===== src/rtl/gport_pkg.sv =====
package gport_pkg;
  typedef enum logic [1:0] {
    SEL_DATA = 2'd0,
    SEL_CFG  = 2'd1,
    SEL_PINS = 2'd2,
    SEL_NONE = 2'd3
  } reg_sel_e;

  localparam int HALT_BIT = 7;
  localparam int IDLE_BIT = 6;
  localparam int ALT_BIT  = 6;
endpackage


===== src/rtl/gport_sync.sv =====
module gport_sync #(
  parameter int WIDTH  = 7,
  parameter int STAGES = 2
) (
  input  logic             clk,
  input  logic             rst,
  input  logic [WIDTH-1:0] d_async,
  output logic [WIDTH-1:0] d_sync
);
  logic [WIDTH-1:0] stage_q [STAGES];

  always_ff @(posedge clk) begin
    if (rst) stage_q[0] <= '0;
    else     stage_q[0] <= d_async;
  end

  generate
    for (genvar s = 1; s < STAGES; s++) begin : g_stage
      always_ff @(posedge clk) begin
        if (rst) stage_q[s] <= '0;
        else     stage_q[s] <= stage_q[s-1];
      end
    end
  endgenerate

  assign d_sync = stage_q[STAGES-1];

  AST_SYNC_FIRST: assert property (@(posedge clk) disable iff (rst)
    !$past(rst) |-> stage_q[0] == $past(d_async));
endmodule


===== src/rtl/gport_regs.sv =====
module gport_regs
  import gport_pkg::*;
#(
  parameter int PIO_W = 6,
  localparam int REG_W = PIO_W + 2
) (
  input  logic             clk,
  input  logic             rst,
  input  logic             bus_wr,
  input  logic [1:0]       bus_addr,
  input  logic [REG_W-1:0] bus_wdata,
  input  logic [PIO_W:0]   pins_sync,
  output logic [REG_W-1:0] bus_rdata,
  output logic [PIO_W-1:0] data_q,
  output logic [PIO_W-1:0] cfg_q,
  output logic             alt_q,
  output logic             halt_q,
  output logic             idle_q
);
  reg_sel_e sel;
  logic     wr_data, wr_cfg;
  logic [REG_W-1:0] rd_mux;

  assign sel     = reg_sel_e'(bus_addr);
  assign wr_data = bus_wr && (sel == SEL_DATA);
  assign wr_cfg  = bus_wr && (sel == SEL_CFG);

  always_comb begin
    rd_mux = '0;
    unique case (sel)
      SEL_DATA: rd_mux[PIO_W-1:0] = data_q;
      SEL_CFG:  rd_mux = {1'b0, alt_q, cfg_q};
      SEL_PINS: rd_mux[PIO_W:0] = pins_sync;
      default:  rd_mux = '0;
    endcase
  end

  always_ff @(posedge clk) begin
    if (rst) begin
      data_q    <= '0;
      cfg_q     <= '0;
      alt_q     <= 1'b0;
      halt_q    <= 1'b0;
      idle_q    <= 1'b0;
      bus_rdata <= '0;
    end else begin
      bus_rdata <= rd_mux;
      halt_q    <= wr_data && bus_wdata[HALT_BIT];
      idle_q    <= wr_data && bus_wdata[IDLE_BIT];
      if (wr_data) data_q <= bus_wdata[PIO_W-1:0];
      if (wr_cfg) begin
        cfg_q <= bus_wdata[PIO_W-1:0];
        alt_q <= bus_wdata[ALT_BIT];
      end
    end
  end

  AST_DATA_TOP_ZERO: assert property (@(posedge clk) disable iff (rst)
    (!$past(rst) && $past(bus_addr) == SEL_DATA) |-> bus_rdata[REG_W-1:PIO_W] == '0);
  AST_HALT_FROM_WRITE: assert property (@(posedge clk) disable iff (rst)
    halt_q |-> $past(bus_wr) && $past(bus_addr) == SEL_DATA);
  AST_IDLE_FROM_WRITE: assert property (@(posedge clk) disable iff (rst)
    idle_q |-> $past(bus_wr) && $past(bus_addr) == SEL_DATA);
  AST_ALT_HOLD: assert property (@(posedge clk) disable iff (rst)
    !$past(wr_cfg) && !$past(rst) |-> $stable(alt_q));
endmodule


===== src/rtl/gport_pad_ctl.sv =====
module gport_pad_ctl #(
  parameter int PIO_W = 6,
  localparam int REG_W = PIO_W + 2
) (
  input  logic             clk,
  input  logic             rst,
  input  logic [PIO_W-1:0] data_q,
  input  logic [PIO_W-1:0] cfg_q,
  input  logic             clko_src,
  output logic [REG_W-1:0] pin_out,
  output logic [REG_W-1:0] pin_oe,
  output logic [PIO_W-1:0] pin_pullup
);
  generate
    for (genvar i = 0; i < PIO_W; i++) begin : g_pio
      assign pin_out[i]    = data_q[i];
      assign pin_oe[i]     = cfg_q[i];
      assign pin_pullup[i] = data_q[i] & ~cfg_q[i];
    end
  endgenerate

  assign pin_out[PIO_W]   = 1'b0;
  assign pin_oe[PIO_W]    = 1'b0;
  assign pin_out[PIO_W+1] = clko_src;
  assign pin_oe[PIO_W+1]  = 1'b1;

  AST_PULL_NOT_DRIVEN: assert property (@(posedge clk) disable iff (rst)
    (pin_oe[PIO_W-1:0] & pin_pullup) == '0);
endmodule


===== src/rtl/gport_ctrl.sv =====
module gport_ctrl
  import gport_pkg::*;
#(
  parameter int PIO_W       = 6,
  parameter int SYNC_STAGES = 2,
  localparam int REG_W      = PIO_W + 2
) (
  input  logic             clk,
  input  logic             rst,
  input  logic             bus_wr,
  input  logic [1:0]       bus_addr,
  input  logic [REG_W-1:0] bus_wdata,
  output logic [REG_W-1:0] bus_rdata,
  input  logic [PIO_W:0]   pin_in,
  input  logic             clko_src,
  output logic [REG_W-1:0] pin_out,
  output logic [REG_W-1:0] pin_oe,
  output logic [PIO_W-1:0] pin_pullup,
  output logic             halt_req,
  output logic             idle_req,
  output logic             sk_alt_phase
);
  logic [PIO_W:0]   pins_sync;
  logic [PIO_W-1:0] data_q, cfg_q;

  gport_sync #(.WIDTH(PIO_W + 1), .STAGES(SYNC_STAGES)) u_sync (
    .clk(clk), .rst(rst), .d_async(pin_in), .d_sync(pins_sync)
  );

  gport_regs #(.PIO_W(PIO_W)) u_regs (
    .clk(clk), .rst(rst), .bus_wr(bus_wr), .bus_addr(bus_addr),
    .bus_wdata(bus_wdata), .pins_sync(pins_sync), .bus_rdata(bus_rdata),
    .data_q(data_q), .cfg_q(cfg_q), .alt_q(sk_alt_phase),
    .halt_q(halt_req), .idle_q(idle_req)
  );

  gport_pad_ctl #(.PIO_W(PIO_W)) u_pad (
    .clk(clk), .rst(rst), .data_q(data_q), .cfg_q(cfg_q),
    .clko_src(clko_src), .pin_out(pin_out), .pin_oe(pin_oe),
    .pin_pullup(pin_pullup)
  );

  AST_CLKO_ROUTED: assert property (@(posedge clk) disable iff (rst)
    pin_oe[REG_W-1] && pin_out[REG_W-1] == clko_src);
  AST_INPUT_PIN_HIGHZ: assert property (@(posedge clk) disable iff (rst)
    !pin_oe[PIO_W]);
endmodule


===== config.mk =====
export PLATFORM = sky130hd
export DESIGN_NAME = gport_ctrl
export DESIGN_NICKNAME = d
export VERILOG_FILES = /design/src/rtl/gport_pkg.sv /design/src/rtl/gport_sync.sv /design/src/rtl/gport_regs.sv /design/src/rtl/gport_pad_ctl.sv /design/src/rtl/gport_ctrl.sv
export SDC_FILE = /design/constraint.sdc
export NUM_CORES = 1
export LEC_CHECK = 0
export BUFFER_PORTS_ARGS = -buffer_cell sky130_fd_sc_hd__buf_2
export CELL_PAD_IN_SITES_DETAIL_PLACEMENT = 1
export CELL_PAD_IN_SITES_GLOBAL_PLACEMENT = 1
export CORE_ASPECT_RATIO = 0.6
export CORE_MARGIN = 3
export CORE_UTILIZATION = 36
export CTS_CLUSTER_DIAMETER = 100
export DETAILED_ROUTE_END_ITERATION = 6
export PLACE_DENSITY_LB_ADDON = 0.1
export SYNTH_ARGS = -nofsm -noshare
export SYNTH_HDL_FRONTEND = slang
export SYNTH_SLANG_ARGS = --single-unit

===== constraint.sdc =====
create_clock -name clk -period 1.07 [get_ports clk]
set_input_delay 0.0535 -clock clk [delete_from_list [all_inputs] [get_ports clk]]
set_output_delay 0.0535 -clock clk [all_outputs]
set_load 0.02 [all_outputs]

==> out/results.txt, run 1 <==
GRT overflow = 0
# port buffers = 47
clk_lat worst skew = 0.29 ns
post-route insts no fill = 239
synth cell count leaders = dfxtp_1 (36), nor2b_1 (20), nand3_1 (13)
root buf cell = clkbuf_8
CTS sink count = 36
Top FF cell, synth = dfxtp_1
total track usage = 16.0%
Post-CTS Repair Setup Buffers = 0
register area share after synthesis = 50.2%
crit path from = rst
Antenna Violating Nets Remaining = 0
CTS tree = done
Leak = 0.845 nW
number of vias per cell = 4.81
H-tree depth = 2
worst vdd ir = 0.673 mV
wire length per cell = 14.2 um
count of cell types in the netlist = 20
Iter 0 DRT Violations = 37
pin count of the biggest net entering global routing = 28
Initial Util = 38.3%
Syn Area/Cell = 10.5 sq um
Setup CP Type = primary input to register
Hold Fails Final Rpt = 0
Post-synth EDFFs = 0
Worst Setup Slack, final = 0.0495 ns
GPL Wtd Cong = 0.738
die height = 54.9 um
total wire length = 3.39 mm
RSZ-0062 raised after global routing = no
final worst-path cycle share = 95.4%
top-count cell post-synth = dfxtp_1
largest area contributor in the netlist = dfxtp_1
top cells by area, synth = dfxtp_1 (50%), nor2b_1 (8.7%), a21bo_1 (5.6%)
first-pass GRT wire length = 5.55 mm
pre-CTS WS = -0.110 ns
Hold Path Origin = bus_wdata[3]
fin util = 49.7%
FFs w/ async S/R, synth = 0%
core box area = 3740 sq um
Clock Skew = 0.00638 ns
Power Dens Cells = 1460 nW/um^2
Final min period = 1.02 ns
CP Data Required Time = 1.29 ns
final setup violation count = 0
Setup crit end kind = register
P&R area growth vs syn = 29.6%
arrival time at the worst endpoint = 1.24 ns
Die Area = 4800 sq um
initial antenna violation count = 0
Post-Syn Instances = 137
# DRC = 0
Max Slew Vio Count = 0
via count = 1,149
# diodes = 0
worst reg2reg path startpoint = u_regs.data_q[3]
HPWL after DPL = 2.44 mm
max-cap viol count = 0
Mapped Area = 1440 sq um
Nets = 216
Max clock buf depth = 2
row count = 17
Synth Register Bits = 36
total power = 2.72 mW
status = complete, no violations
CP max FO = 6
Reg clk slew, reported paths = 0.07 ns
HP Class = primary input to register
Ys Warns = 0
share of the synthesized area in the top cell type = 50.2%
fmax = 980 MHz
First-pass DRT Iterations = 4
IO Pins = 54
final hold slack = 0.0152 ns
CP startpoint kind = primary input
placed cells = 223
layout cells sized above 1 = 40.6%
Horiz. Die Dim = 87.5 um
vias in the first global route = 1,147
CTS buffer count = 5
==> per-stage QoR <==
step	setup TNS, ns	instance area, sq um
after global routing	0	1860
after floorplan	0	1440
after global placement	-0.170	1680
after CTS	0	1850
final	0	1860
after detailed placement	-0.528	1680
==> timing repair <==
item                       4_1_cts  5_1_grt
gates resized for setup          1        8
setup endpoints to repair        1        5
hold buffers                     8        0
hold endpoints to repair         8        0
==> logic make-up (layout without fill, tap and decap cells) <==
| group | after synthesis | after routing | synth area share (%) |
|---|---|---|---|
| compound gates | 33 | 33 | 19.9 |
| flops | 36 | 36 | 50.2 |
| fa+ha+maj | 4 | 4 | 3.49 |
| simple gates | 44 | 44 | 17.1 |
| buf+inv | 18 | 71 | 8.81 |
| other cells | 2 | 4 | 0.523 |
==> layout by cell type, fill, tap and decap left out, drive strengths merged, types with 2 or more instances in the layout <==
master       instances
dlygate4sd3          8
nor2b               20
a21oi               13
nor3b                3
conb                 4
inv                  2
clkbuf               8
nor2                 6
buf                 53
a222oi               6
nand3               13
a21bo               13
ha                   4
dfxtp               36
==> worst max-delay path: stages <==
cell and delay, ns:
dlygate4sd3_1 0.54, buf_2 0.15, or2_2 0.35, nor2_1 0.15
==> path summary, 6_finish.rpt <==
path                            depth (start not counted)                    to  slack (ns)
worst min register to register                          1  u_sync.stage_q[1][0]        0.44
worst max register to register                          2   u_regs.bus_rdata[3]        0.21
worst max-delay path                                    4   u_regs.bus_rdata[4]        0.05
worst min-delay path                                    3      u_regs.data_q[3]        0.02
==> layer usage <==
layer	track usage [%]	wire length (um)
met1	18.9	1530
met5	0	0
met3	5.47	236
met4	9.69	67
met2	25.8	1560
==> power breakdown <==
group	internal, mW	switching [mW]	total [mW]
combinational	0.140	0.174	0.314
sequential	1.39	0.0229	1.41
clock	0.525	0.468	0.992
total	2.05	0.664	2.72
==> state kept, by name, indices dropped and copies added (netlist names) <==
signal and count:
u_regs.alt_q 1, u_regs.bus_rdata 7, u_regs.cfg_q 6, u_regs.data_q 6
u_regs.halt_q 1, u_regs.idle_q 1, u_sync.stage_q 14
==> cell type report <==
class / count / area (sq um)
clock buffer: 8 / 90.1
fill: 441 / 1880
inverter: 2 / 7.51
multi-input combinational: 85 / 598
sequential: 36 / 728
tap: 47 / 58.8
timing repair buffer: 61 / 378
Note: power is estimated with default switching activity, not from simulation.
==> run 2, diff against run 1 <==
--- a/config.mk
+++ b/config.mk
@@ -9,8 +9,8 @@
 export CELL_PAD_IN_SITES_DETAIL_PLACEMENT = 1
 export CELL_PAD_IN_SITES_GLOBAL_PLACEMENT = 1
 export CORE_ASPECT_RATIO = 0.6
-export CORE_MARGIN = 3
-export CORE_UTILIZATION = 36
+export CORE_MARGIN = 5
+export CORE_UTILIZATION = 38
 export CTS_CLUSTER_DIAMETER = 100
 export DETAILED_ROUTE_END_ITERATION = 6
 export PLACE_DENSITY_LB_ADDON = 0.1
==> constraint.sdc (replaced) <==
create_clock -name clk -period 1.3 [get_ports clk]
set_input_delay 0.065 -clock clk [delete_from_list [all_inputs] [get_ports clk]]
set_output_delay 0.065 -clock clk [all_outputs]
set_load 0.02 [all_outputs]
==> run 2 against run 1 <==
Compared with the run above:
- register-to-register slack improved by 0.23 ns
- power fell by 19%
- routed wire length rose by 0.44%
- sequential cell count did not move
- first-iteration DRC count fell by 22%
- clock-buffer cell count did not move
- via count did not move
- final area fell by 3.1%
- clock power fell by 20%
- critical path depth fell by 2
- die area rose by 7.1%
- hold slack got worse by 0.0050 ns
- highest routed layer unchanged
==> out/results.txt, run 2 (synthesis results as in run 1) <==
status = complete, no violations
final worst-path cycle share = 78.8%
vias in the first global route = 1,182
instance count on the critical path = 2
CTS tree = done
RSZ-0062 raised after global routing = no
CTS buffer count = 5
Setup crit end kind = primary output
Setup TNS Final = 0 ns
Power Dens Cells = 1220 nW/um^2
CP delay by family, top = flip-flops
most frequent cells in the layout = buf_2 (47), dfxtp_1 (36), nor2b_1 (20), nand3_1 (13), a21bo_1 (8)
GPL Wtd Cong = 0.709
CP max-delay cell = dfxtp_1
# diodes = 0
H-tree depth = 2
wire length per cell = 14.6 um
Crit path largest cell delay = 0.38 ns
layout cells sized above 1 = 37.1%
Leak = 0.819 nW
largest registers = u_sync.stage_q: 14 flops, u_regs.bus_rdata: 7 flops
CP Cell Sequence = nor2b_1 -> buf_2
final setup violation count = 0
HP Class = primary input to register
row count = 17
total track usage = 14.4%
clk_lat worst skew = 0.28 ns
total wire length = 3.41 mm
commonest non-fill, non-tap cell in the layout = buf_2
core box area = 3660 sq um
Area after DPL = 1670 sq um
Top reg by flops = u_sync.stage_q
Reg clk slew, reported paths = 0.07 ns
# DRC = 0
Cells on Worst Hold Path = 2
CTS sink count = 36
Nets = 210
fmax = 976 MHz
Buffers & Inverters on Critical Path = 1
final hold slack = 0.0102 ns
post-route insts no fill = 233
Clock Skew = 0.00623 ns
CP startpoint kind = register
via count = 1,149
IO Pins = 54
max-cap viol count = 0
post-route design area = 1800 sq um
Iter 0 DRT Violations = 29
First-pass DRT Iterations = 5
fin util = 49.3%
die height = 57.6 um
Horiz. Die Dim = 89.3 um
pin count of the biggest net entering global routing = 28
Final min period = 1.02 ns
Max Slew Vio Count = 0
Max clock buf depth = 2
worst vdd ir = 0.679 mV
CP Data Required Time = 1.24 ns
P&R area growth vs syn = 25.6%
max FFs per register = 14
# port buffers = 47
Setup CP Type = register to primary output
Initial Util = 39.2%
reg-to-reg slack, setup = 0.44 ns
root buf cell = clkbuf_8
arrival time at the worst endpoint = 0.96 ns
initial antenna violation count = 0
Die Area = 5150 sq um
placed cells = 221
Antenna Violating Nets Remaining = 0
HPWL after DPL = 2.47 mm
Post-CTS Repair Setup Buffers = 0
CP max FO = 4
CTS resizes = 0
worst reg-to-reg path cell count = 2
number of vias per cell = 4.93
Hold Fails Final Rpt = 0
first-pass GRT wire length = 5.60 mm
GRT overflow = 0
run 2: cell count changes in the layout (fill, tap and decap cells not counted), sizes merged:
| cell | change |
|---|---|
| dlygate4sd3 | -4 |
| buf | -2 |
run 2: final cells by class:
cell class	instances	area [sq um]
inverter	2	7.51
clock buffer	8	90.1
multi-input combinational	85	596
tap	47	58.8
timing repair buffer	55	330
fill	447	1860
sequential	36	721
run 2: routing by layer:
metal	track usage, %	wire, um	share of wire [%]	up-vias
li1	-	-	-	555
met1	17.8	1490	44	556
met2	23.4	1630	48	34
met3	5.34	257	7.5	4
met4	4.46	23	0.68	0
met5	0	0	0	-
run 2: report_power, final:
group	switching, mW	internal [mW]
combinational	0.143	0.107
clock	0.365	0.432
sequential	0.0183	1.14
run 2: worst reg2reg max path, stage by stage (launching register included):
cell and delay (ns):
dfxtp_1 0.34, a222oi_1 0.33, nor2_1 0.08
run 2: worst paths after layout:
path	startpoint	to
worst max-delay path	u_regs.data_q[5]	pin_pullup[5]
worst min-delay path	pin_in[6]	u_sync.stage_q[0][6]
worst max register to register	u_regs.data_q[5]	u_regs.bus_rdata[5]
worst min register to register	u_sync.stage_q[0][2]	u_sync.stage_q[1][2]
run 2: what timing repair did:
item	in CTS	in global routing
endpoints found under the hold margin	4	0
hold buffers	4	0
endpoints found under the setup margin	0	0
run 2: per-stage QoR:
stage / worst slack, ns / power [mW]
after CTS: 0.254 / 2.25
after global routing: 0.160 / 2.33
after detailed placement: 0.135 / 1.43
final: 0.275 / 2.21
after global placement: 0.167 / 1.42
after floorplan: 0.377 / 1.35
==> run 3, diff against run 2 <==
--- a/config.mk
+++ b/config.mk
@@ -10,7 +10,7 @@
 export CELL_PAD_IN_SITES_GLOBAL_PLACEMENT = 1
 export CORE_ASPECT_RATIO = 0.6
 export CORE_MARGIN = 5
-export CORE_UTILIZATION = 38
+export CORE_UTILIZATION = 36
 export CTS_CLUSTER_DIAMETER = 100
 export DETAILED_ROUTE_END_ITERATION = 6
 export PLACE_DENSITY_LB_ADDON = 0.1
==> constraint.sdc (replaced) <==
create_clock -name clk -period 1 [get_ports clk]
set_input_delay 0.05 -clock clk [delete_from_list [all_inputs] [get_ports clk]]
set_output_delay 0.05 -clock clk [all_outputs]
set_load 0.02 [all_outputs]
==> run 3 against run 2 <==
Compared with the run above:
- worst setup slack worse by 0.24 ns
- clock skew down 0.00094 ns
- core utilization up 1.5 points
- clock power up 37%
- routed wire length up 6.3%
- hold slack better by 0.010 ns
- clock-buffer cell count down 1
- non-clock buffer count up 8
- global-route usage down 0.72 points
- sequential power up 30%
- sequential cell count unchanged
- first-iteration DRC count up 28%
==> out/results.txt, run 3 (synthesis results as in run 1) <==
status = complete, no violations
Final min period = 0.962 ns
final worst-path cycle share = 96.2%
HPWL after DPL = 2.60 mm
Max Slew Vio Count = 0
Die Area = 5390 sq um
CP max FO = 4
most frequent cells in the layout = buf_2 (41), dfxtp_1 (30), nor2b_1 (15), nand3_1 (13), buf_4 (12)
RSZ-0062 raised after global routing = yes
CP Data Required Time = 0.95 ns
core box area = 3760 sq um
CTS buffer count = 5
register area = 728 sq um
CTS sink count = 36
HP Class = primary input to register
Initial Util = 38.1%
initial antenna violation count = 0
Horiz. Die Dim = 91.5 um
worst vdd ir = 0.692 mV
vias in the first global route = 1,205
Power Dens Cells = 1550 nW/um^2
total track usage = 13.7%
# DRC = 0
Antenna Violating Nets Remaining = 0
largest registers = u_sync.stage_q: 14 flops, u_regs.bus_rdata: 7 flops
max-cap viol count = 0
Hold Path Origin = bus_wdata[3]
Setup TNS Final = 0 ns
commonest non-fill, non-tap cell in the layout = buf_2
Iter 0 DRT Violations = 37
number of vias per cell = 4.93
Reg clk slew, reported paths = 0.07 ns
Max clock buf depth = 2
root buf cell = clkbuf_8
P&R area growth vs syn = 33.2%
# port buffers = 47
First-pass DRT Iterations = 6
H-tree depth = 2
row count = 17
Hold Fails Final Rpt = 0
layout cells sized above 1 = 44.6%
via count = 1,184
CTS tree = done
total wire length = 3.62 mm
wire length per cell = 15.1 um
Clock Skew = 0.00528 ns
crit path from = u_regs.data_q[5]
final-layout fill cell count = 437
max FFs per register = 14
fmax = 1040 MHz
total power = 2.96 mW
arrival time at the worst endpoint = 0.91 ns
Setup crit end kind = primary output
die height = 58.9 um
worst reg2reg path startpoint = u_regs.data_q[4]
CP startpoint kind = register
IO Pins = 54
Top reg by flops = u_sync.stage_q
pin count of the biggest net entering global routing = 26
final setup violation count = 0
first-pass GRT wire length = 5.80 mm
Leak = 0.863 nW
# diodes = 0
Nets = 218
clk_lat worst skew = 0.28 ns
GPL Wtd Cong = 0.724
Setup CP Type = register to primary output
GRT overflow = 0
area of the multi-input gates = 613 sq um
run 3: changes by cell type in the layout (fill, tap and decap cells not counted), moves of 2 or more:
cell           before  now
dlygate4sd3_1       4    7
buf_2              47   41
buf_6               0    2
nor2b_1            20   15
dfxtp_2             0    6
buf_4               2   12
nor2b_2             0    4
clkbuf_1            2    0
dfxtp_1            36   30
run 3: worst max-delay path: stages, from the launching register on:
cell and delay (ns):
dfxtp_2 0.36, nor2b_4 0.15, buf_6 0.12
run 3: layout make-up:
cell class              instances  share of cell area, %
clock buffers                   7                   5.04
repair buffers                 63                   21.3
multi-input cells              85                   32.1
flip-flops and latches         36                   38.1
well taps                      47                   3.08
inverters                       2                  0.393
run 3: through the flow:
step                      hold WS [ns]  setup slack, ns  std cells  util [%]  cell area [sq um]
after global placement           0.100           -0.112        226      45.1               1700
after global routing            0.0224          -0.0368        240      50.8               1910
after detailed placement         0.100           -0.194        226      45.1               1700
after floorplan                  0.178           0.0920        139         -               1440
after CTS                       0.0249          0.00285        240      49.6               1870
final                           0.0202           0.0377        240      50.8               1910
run 3: path summary, 6_finish.rpt:
path                               end  slack [ns]  cells past startpoint
setup / recovery         pin_pullup[5]        0.04                      2
hold / removal        u_regs.data_q[3]        0.02                      3
setup reg to reg   u_regs.bus_rdata[4]        0.13                      2
hold reg to reg   u_sync.stage_q[1][1]        0.44                      1
run 3: where the power goes:
group | switching [mW] | internal (mW) | total [mW] | leakage [nW]
clock network | 0.478 | 0.613 | 1.09 | 0.0503
logic | 0.193 | 0.161 | 0.355 | 0.516
registers | 0.0255 | 1.48 | 1.51 | 0.297
total | 0.697 | 2.26 | 2.96 | 0.863
run 3: repair_timing:
| action | in CTS | in global routing |
|---|---|---|
| setup buffers | 0 | 0 |
| hold endpoints to repair | 7 | 0 |
| resized for setup | 3 | 17 |
| hold buffers | 7 | 0 |
| setup endpoints to repair | 3 | 6 |
| cloned | 0 | 0 |
run 3: per-layer routing:
layer  share of wire [%]  track usage (%)
met1                  41             15.0
met2                  50             24.9
met3                 8.2             5.87
met4                0.64             3.22
met5                   0                0
